$ cat src/rtl/r4ag_pkg.sv
package r4ag_pkg;

  typedef enum logic [1:0] {
    AG_IDLE = 2'd0,
    AG_RUN  = 2'd1,
    AG_HOLD = 2'd2
  } ag_state_e;

  // 2-bit wrap-around sum built from a half adder on bit 0
  function automatic logic [1:0] add2_mod4(input logic [1:0] a, input logic [1:0] b);
    logic c0;
    c0 = a[0] & b[0];
    return {a[1] ^ b[1] ^ c0, a[0] ^ b[0]};
  endfunction

endpackage

$ cat src/rtl/r4ag_ctrl.sv
module r4ag_ctrl
  import r4ag_pkg::*;
#(
  parameter int MAX_R = 5,
  parameter int RW    = 3,
  parameter int AW    = 10,
  parameter int CW    = 8,
  parameter int SW    = 4
) (
  input  logic          clk,
  input  logic          rst_n,
  input  logic          start_i,
  input  logic          adv_i,
  input  logic [RW-1:0] cfg_r_i,
  output logic          run_o,
  output logic [RW-1:0] stage_o,
  output logic [CW-1:0] cnt_o,
  output logic [AW-1:0] mask_o,
  output logic [RW-1:0] r_o,
  output logic          done_o
);

  ag_state_e     state;
  logic [CW-1:0] cnt;
  logic [AW-1:0] mask;
  logic [RW-1:0] stage;
  logic [RW-1:0] r_q;
  logic          done_q;

  // named events for assertions
  logic          cfg_ok;
  logic          start_ok;
  logic          last_bfly;
  logic          last_stage;
  logic [SW-1:0] cnt_sh;
  logic [CW-1:0] cnt_last;

  always_comb begin
    cfg_ok     = (cfg_r_i != '0) && (cfg_r_i <= RW'(MAX_R));
    start_ok   = (state == AG_IDLE) && start_i && cfg_ok;
    cnt_sh     = SW'(2 * (MAX_R - int'(r_q)));
    cnt_last   = {CW{1'b1}} >> cnt_sh;
    last_bfly  = (state == AG_RUN) && (cnt == cnt_last);
    last_stage = (stage == r_q - RW'(1));
  end

  always_ff @(posedge clk or negedge rst_n) begin
    if (!rst_n) begin
      state  <= AG_IDLE;
      cnt    <= '0;
      mask   <= '0;
      stage  <= '0;
      r_q    <= RW'(1);
      done_q <= 1'b0;
    end else begin
      done_q <= 1'b0;
      case (state)
        AG_IDLE: begin
          if (start_ok) begin
            state <= AG_RUN;
            cnt   <= '0;
            mask  <= '0;
            stage <= '0;
            r_q   <= cfg_r_i;
          end
        end
        AG_RUN: begin
          if (last_bfly) begin
            cnt <= '0;
            if (last_stage) begin
              state  <= AG_IDLE;
              done_q <= 1'b1;
              stage  <= '0;
              mask   <= '0;
            end else begin
              state <= AG_HOLD;
              stage <= stage + RW'(1);
              mask  <= {2'b11, mask[AW-1:2]};
            end
          end else begin
            cnt <= cnt + CW'(1);
          end
        end
        AG_HOLD: begin
          if (adv_i) state <= AG_RUN;
        end
        default: state <= AG_IDLE;
      endcase
    end
  end

  assign run_o   = (state == AG_RUN);
  assign stage_o = stage;
  assign cnt_o   = cnt;
  assign mask_o  = mask;
  assign r_o     = r_q;
  assign done_o  = done_q;


  start_accept_chk: assert property (@(posedge clk) disable iff (!rst_n)
    start_ok |=> (run_o && stage_o == '0 && cnt_o == '0));


  run_step_chk: assert property (@(posedge clk) disable iff (!rst_n)
    (run_o && !last_bfly) |=> (run_o && $stable(stage_o) && cnt_o == $past(cnt_o) + CW'(1)));


  hold_wait_chk: assert property (@(posedge clk) disable iff (!rst_n)
    (state == AG_HOLD && !adv_i) |=> (state == AG_HOLD && $stable(stage_o)));


  done_pulse_chk: assert property (@(posedge clk) disable iff (!rst_n)
    done_o |=> !done_o);


  done_idle_chk: assert property (@(posedge clk) disable iff (!rst_n)
    done_o |-> (state == AG_IDLE && stage_o == '0));

endmodule

$ cat src/rtl/r4ag_lane.sv
module r4ag_lane
  import r4ag_pkg::*;
#(
  parameter int LANE  = 0,
  parameter int MAX_R = 5,
  parameter int AW    = 10,
  parameter int CW    = 8,
  parameter int SW    = 4
) (
  input  logic [CW-1:0] cnt_i,
  input  logic [AW-1:0] hi_a_i,
  input  logic [SW-1:0] pos_i,
  output logic [AW-1:0] lin_o,
  output logic [1:0]    bank_o,
  output logic [AW-3:0] addr_o
);

  // counter digits under hi_c move up one digit; the rest stay in place
  function automatic logic [AW-1:0] place_digit(input logic [CW-1:0] cnt,
                                                input logic [AW-1:0] hi_a,
                                                input logic [SW-1:0] pos,
                                                input logic [1:0]    dig);
    logic [CW-1:0] hi_c;
    logic [AW-1:0] up;
    logic [AW-1:0] lo;
    logic [AW-1:0] sw;
    hi_c = hi_a[AW-1:2];
    up   = {cnt & hi_c, 2'b00};
    lo   = {2'b00, cnt & ~hi_c};
    sw   = {{(AW-2){1'b0}}, dig} << pos;
    return up | lo | sw;
  endfunction

  function automatic logic [1:0] digit_bank(input logic [AW-1:0] a);
    logic [1:0] acc;
    acc = 2'b00;
    for (int i = 0; i < MAX_R; i++) acc = add2_mod4(acc, a[2*i +: 2]);
    return acc;
  endfunction

  always_comb begin
    lin_o  = place_digit(cnt_i, hi_a_i, pos_i, 2'(LANE));
    bank_o = digit_bank(lin_o);
    addr_o = lin_o[AW-1:2];
  end

endmodule

$ cat src/rtl/r4_bank_agen.sv
module r4_bank_agen
  import r4ag_pkg::*;
#(
  parameter  int MAX_R = 5,
  localparam int RW    = $clog2(MAX_R + 1),
  localparam int AW    = 2 * MAX_R,
  localparam int MW    = AW - 2
) (
  input  logic          clk,
  input  logic          rst_n,
  input  logic          start_i,
  input  logic          adv_i,
  input  logic [RW-1:0] cfg_r_i,
  output logic          valid_o,
  output logic [RW-1:0] stage_o,
  output logic          done_o,
  output logic [7:0]    bank_o,
  output logic [4*MW-1:0] addr_o
);

  localparam int CW = AW - 2;
  localparam int SW = $clog2(AW + 1);

  logic          run;
  logic [RW-1:0] stage;
  logic [CW-1:0] cnt;
  logic [AW-1:0] mask;
  logic [RW-1:0] r_q;
  logic [SW-1:0] align_sh;
  logic [SW-1:0] pos_sh;
  logic [AW-1:0] hi_a;
  logic [AW-1:0] lin [4];
  logic [1:0]    bank [4];

  r4ag_ctrl #(
    .MAX_R(MAX_R), .RW(RW), .AW(AW), .CW(CW), .SW(SW)
  ) u_ctrl (
    .clk     (clk),
    .rst_n   (rst_n),
    .start_i (start_i),
    .adv_i   (adv_i),
    .cfg_r_i (cfg_r_i),
    .run_o   (run),
    .stage_o (stage),
    .cnt_o   (cnt),
    .mask_o  (mask),
    .r_o     (r_q),
    .done_o  (done_o)
  );

  // align the mask to the r-digit field; the swept digit is r-p-1
  always_comb begin
    align_sh = SW'(2 * (MAX_R - int'(r_q)));
    pos_sh   = SW'(2 * (int'(r_q) - int'(stage) - 1));
    hi_a     = mask >> align_sh;
  end

  for (genvar j = 0; j < 4; j++) begin : g_lane
    r4ag_lane #(
      .LANE(j), .MAX_R(MAX_R), .AW(AW), .CW(CW), .SW(SW)
    ) u_lane (
      .cnt_i  (cnt),
      .hi_a_i (hi_a),
      .pos_i  (pos_sh),
      .lin_o  (lin[j]),
      .bank_o (bank[j]),
      .addr_o (addr_o[MW*j +: MW])
    );
    assign bank_o[2*j +: 2] = bank[j];
  end

  assign valid_o = run;
  assign stage_o = stage;


  bank_distinct_chk: assert property (@(posedge clk) disable iff (!rst_n)
    valid_o |-> (bank[0] != bank[1] && bank[0] != bank[2] && bank[0] != bank[3] &&
                 bank[1] != bank[2] && bank[1] != bank[3] && bank[2] != bank[3]));


  stage_bound_chk: assert property (@(posedge clk) disable iff (!rst_n)
    valid_o |-> (stage_o < r_q));


  lane_unique_chk: assert property (@(posedge clk) disable iff (!rst_n)
    valid_o |-> (lin[0] != lin[3] && lin[1] != lin[2]));

endmodule

$ cat config.mk
export PLATFORM = sky130hd
export DESIGN_NAME = r4_bank_agen
export DESIGN_NICKNAME = d
export VERILOG_FILES = /design/src/rtl/r4ag_pkg.sv /design/src/rtl/r4ag_ctrl.sv /design/src/rtl/r4ag_lane.sv /design/src/rtl/r4_bank_agen.sv
export SDC_FILE = /design/constraint.sdc
export NUM_CORES = 1
export LEC_CHECK = 0
export BUFFER_PORTS_ARGS = -buffer_cell sky130_fd_sc_hd__buf_2
export CORE_MARGIN = 5
export CORE_UTILIZATION = 30
export CTS_CLUSTER_DIAMETER = 50
export DETAILED_ROUTE_END_ITERATION = 16
export SLEW_MARGIN = 20
export SYNTH_ARGS = -nofsm -noshare
export SYNTH_HDL_FRONTEND = slang
export SYNTH_SLANG_ARGS = --single-unit
$ cat constraint.sdc
create_clock -name clk -period 4.8 [get_ports clk]
set_clock_uncertainty 0.2 [all_clocks]
set_input_delay 0.96 -clock clk [delete_from_list [all_inputs] [get_ports clk]]
set_output_delay 0.96 -clock clk [all_outputs]
set_load 0.005 [all_outputs]
==> flow_summary.yaml <==
placement:
  dp_hpwl_um: 4103
  post-place-ws_ns: 0.1105
  routabilityCongestion: 0.8134
  numPortBuffers: 51
  place_inst: 335
global_routing:
  met3_usage: 0.01543
  busiest_layer: "met2"
  grtUsageTotal: 0.1229
  antenna_found_initial: 0
  grt_util_met1: 0.1547
  grt_overflow: 0
  grt_pass1_wl_um: 8638
  grtUsageMet2: 0.2202
  first_global_vias: 1780
  grt_max_degree: 22
yosys:
  avgSynthCellArea_um2: 9.260
  yosysTopAreaCell: "dfrtp_1"
  synth.cell_area_mm2: 0.002056
  synth_ff_type: "dfrtp_1"
  synth.yosys.seq_area_share: 0.2562
  postSynth.asyncResetShare: 1.000
  yosys_warnings: 0
  synth_edf_count: 0
  yosys-top-cells-area: "dfrtp_1, ha_1, buf_4, xnor2_1, a22o_1"
  synth.top_cell.area_share: 0.2435
  syn_nets: 245
  ys_seq_elements: 21
  ys_types: 56
  synthCells: 222
critical_path:
  r2r_start: "u_ctrl.r_o[0]$_DFFE_PN1P_"
  path_buf_inv: 2
  path_cells: "inv_2 -> ha_4 -> or4b_4 -> a21boi_4 -> a22o_1 -> nand2b_4 -> ha_4 -> ha_4 -> ha_4 -> ha_4 -> xnor2_2 -> xnor2_2 -> xor2_1 -> buf_2"
  critPathLaunchType: "flop"
  cpLargestDelayFamily: "adder cells"
  r2r_slack_ns: 1.73
  r2r_cells: 9
  r2r-end: "u_ctrl.stage_o[0]$_DFFE_PN0P_"
  cp_slowest_cell: "or4b_4"
  cp-end-kind: "output pin"
  crit_arrival_ns: 3.51
  critPathMaxStageDelay_ns: 0.54
  crit_fanout: 3
  required_ns: 3.64
  crit_path_frequent_cell: "ha_4"
  worst-setup-path-type: "reg -> out"
min_path:
  worstHoldEndpoint: "u_ctrl.mask_o[3]$_DFFE_PN0P_"
  holdPathStages: 1
  hold_start: "u_ctrl.mask_o[3]$_DFFE_PN0P_"
  hp-class: "reg -> reg"
run:
  maxCapViolCount: 0
cts:
  cts_root_buffer: "clkbuf_8"
  cts_made_buffers: 3
  cts_buffer_depth: 2
  ctsHtreeMaxLevel: 1
  ctsHoldBuffers: 0
  clock_latency_ns: 0.26
  tritoncts: "yes"
  path_clk_slew_ns: 0.08
  cts_sinks: 21
cells_and_area:
  multi_input_area_mm2: 0.001438
  areaGrowthSynthToFinish_pct: 22.15
  seqCellArea_um2: 526.8
  drive_gt1_frac: 0.3811
  final_net_count: 289
  fillers: 668
  instances_no_fill: 345
  diodes: 0
die:
  dieHeight_um: 92.78
  die-area_mm2: 0.008608
  initial_core_util: 0.3060
  rows: 30
  die_x_um: 92.78
  io_pins: 52
  core_area_mm2: 0.006719
sta:
  fmax_mhz: 214.1
  finalWorstPathRequiredPeriod_ns: 4.670
  fin_setup_tns_ns: 0
  finalHoldViolCount: 0
  timing.hold.ws_ns: 0.3241
  fin_ws_ns: 0.1296
  slew_headroom: 0.2714
  setup_viol_count_final: 0
  finalMaxSlewViolations: 0
  min_period_over_period: 0.9730
  tightest_slew_ns: 1.083
detailed_routing:
  firstDrtPassIters: 4
  drtAntennaViolNets: 0
  wl_per_cell_um: 15.59
  via_per_inst: 5.136
  vias: 1772
  initialDrtViolationCount: 119
  drc: 0
  drt_wl_total_um: 5378
power:
  power.density_mw_per_mm2: 913.1
  vdd_drop_max_mv: 0.2389
  power_mw: 2.293
  power_leakage_nw: 1.250
status:
  status: "finished, final reports clean"
-- through the flow --
stage,instance area [µm²],util
floorplan,2056,-
global placement,2262,0.3367
detailed placement,2262,0.3367
CTS,2401,0.3574
global route,2511,0.3737
finish,2511,0.3737
-- placed cells by master (no fill, tap or decap), types with 3 or more instances in the layout --
cell	n
or3_1	3
a21oi_1	8
buf_4	13
nand4_1	3
xor2_1	5
and2_1	4
a22o_1	9
clkbuf_8	3
a21o_1	4
o21ai_0	8
inv_1	12
o22ai_1	3
nor3_1	6
ha_4	8
nand2b_1	3
nand2_1	11
dfrtp_1	20
xnor2_1	10
and3_1	4
buf_2	51
nor2_1	11
xnor2_2	3
nand3_1	6
ha_1	7
mux2_2	3
-- worst max path at each step --
stage,depth (start not counted),end,start
finish,14,bank_o[7],u_ctrl.r_o[1]$_DFFE_PN0P_
global route,14,bank_o[7],u_ctrl.r_o[1]$_DFFE_PN0P_
CTS,13,bank_o[5],u_ctrl.r_o[1]$_DFFE_PN0P_
detailed placement,12,bank_o[7],u_ctrl.r_o[0]$_DFFE_PN1P_
global placement,14,bank_o[7],u_ctrl.r_o[0]$_DFFE_PN1P_
floorplan,13,bank_o[7],u_ctrl.r_o[1]$_DFFE_PN0P_
-- where the power goes --
| group | switching [mW] | leakage (nW) | total (mW) | internal [mW] |
|---|---|---|---|---|
| logic | 0.897 | 0.947 | 1.88 | 0.982 |
| clock network | 0.0560 | 0.0228 | 0.115 | 0.0591 |
| registers | 0.0742 | 0.280 | 0.298 | 0.224 |
-- area by class of cell --
type                       instances  share of cell area
multi-input combinational        163              0.5725
tap                               80             0.03986
clock buffer                       4             0.01794
sequential                        21              0.2098
inverter                          13             0.01943
timing repair buffer              64              0.1405
-- synthesized netlist by cell type (4+ instances only) --
cell / number
dfrtp_1: 20
buf_4: 18
ha_1: 15
inv_1: 13
xnor2_1: 13
nand2_1: 11
nor2_1: 11
a22o_1: 9
o21ai_0: 9
a21oi_1: 8
nand3_1: 6
nor3_1: 6
xor2_1: 6
buf_6: 5
a21o_1: 4
and2_1: 4
and3_1: 4
nand2b_1: 4
-- flip-flops by register name, indices dropped and copies added, names as in the netlist --
signal / cells
u_ctrl.cnt_o: 8
u_ctrl.done_o: 1
u_ctrl.mask_o: 4
u_ctrl.r_o: 3
u_ctrl.stage_o: 3
u_ctrl.state: 2
-- what timing repair did --
action                                  in CTS  in global routing
endpoints found under the hold margin        0                  0
gates resized for setup                     12                 11
setup buffers                                3                  3
pin swaps                                    9                 11
cloned                                       0                  0
endpoints found under the setup margin       4                  4
-- cells by family after synthesis --
logic type,count (synthesis),share of synthesized area
buf+inv,38,0.1217
flops,21,0.2562
mux,4,0.02739
simple gates,70,0.1966
compound gates,51,0.1826
xor+xnor,22,0.1144
fa+ha+maj,16,0.1010
-- routing by layer --
layer / share of wire / wire length (µm) / vias to the layer above
li1: - / - / 868
met1: 0.42 / 2267 / 869
met2: 0.54 / 2878 / 27
met3: 0.027 / 145 / 8
met4: 0.016 / 87 / 0
met5: 0 / 0 / -
(Power assumes the default switching activity.)
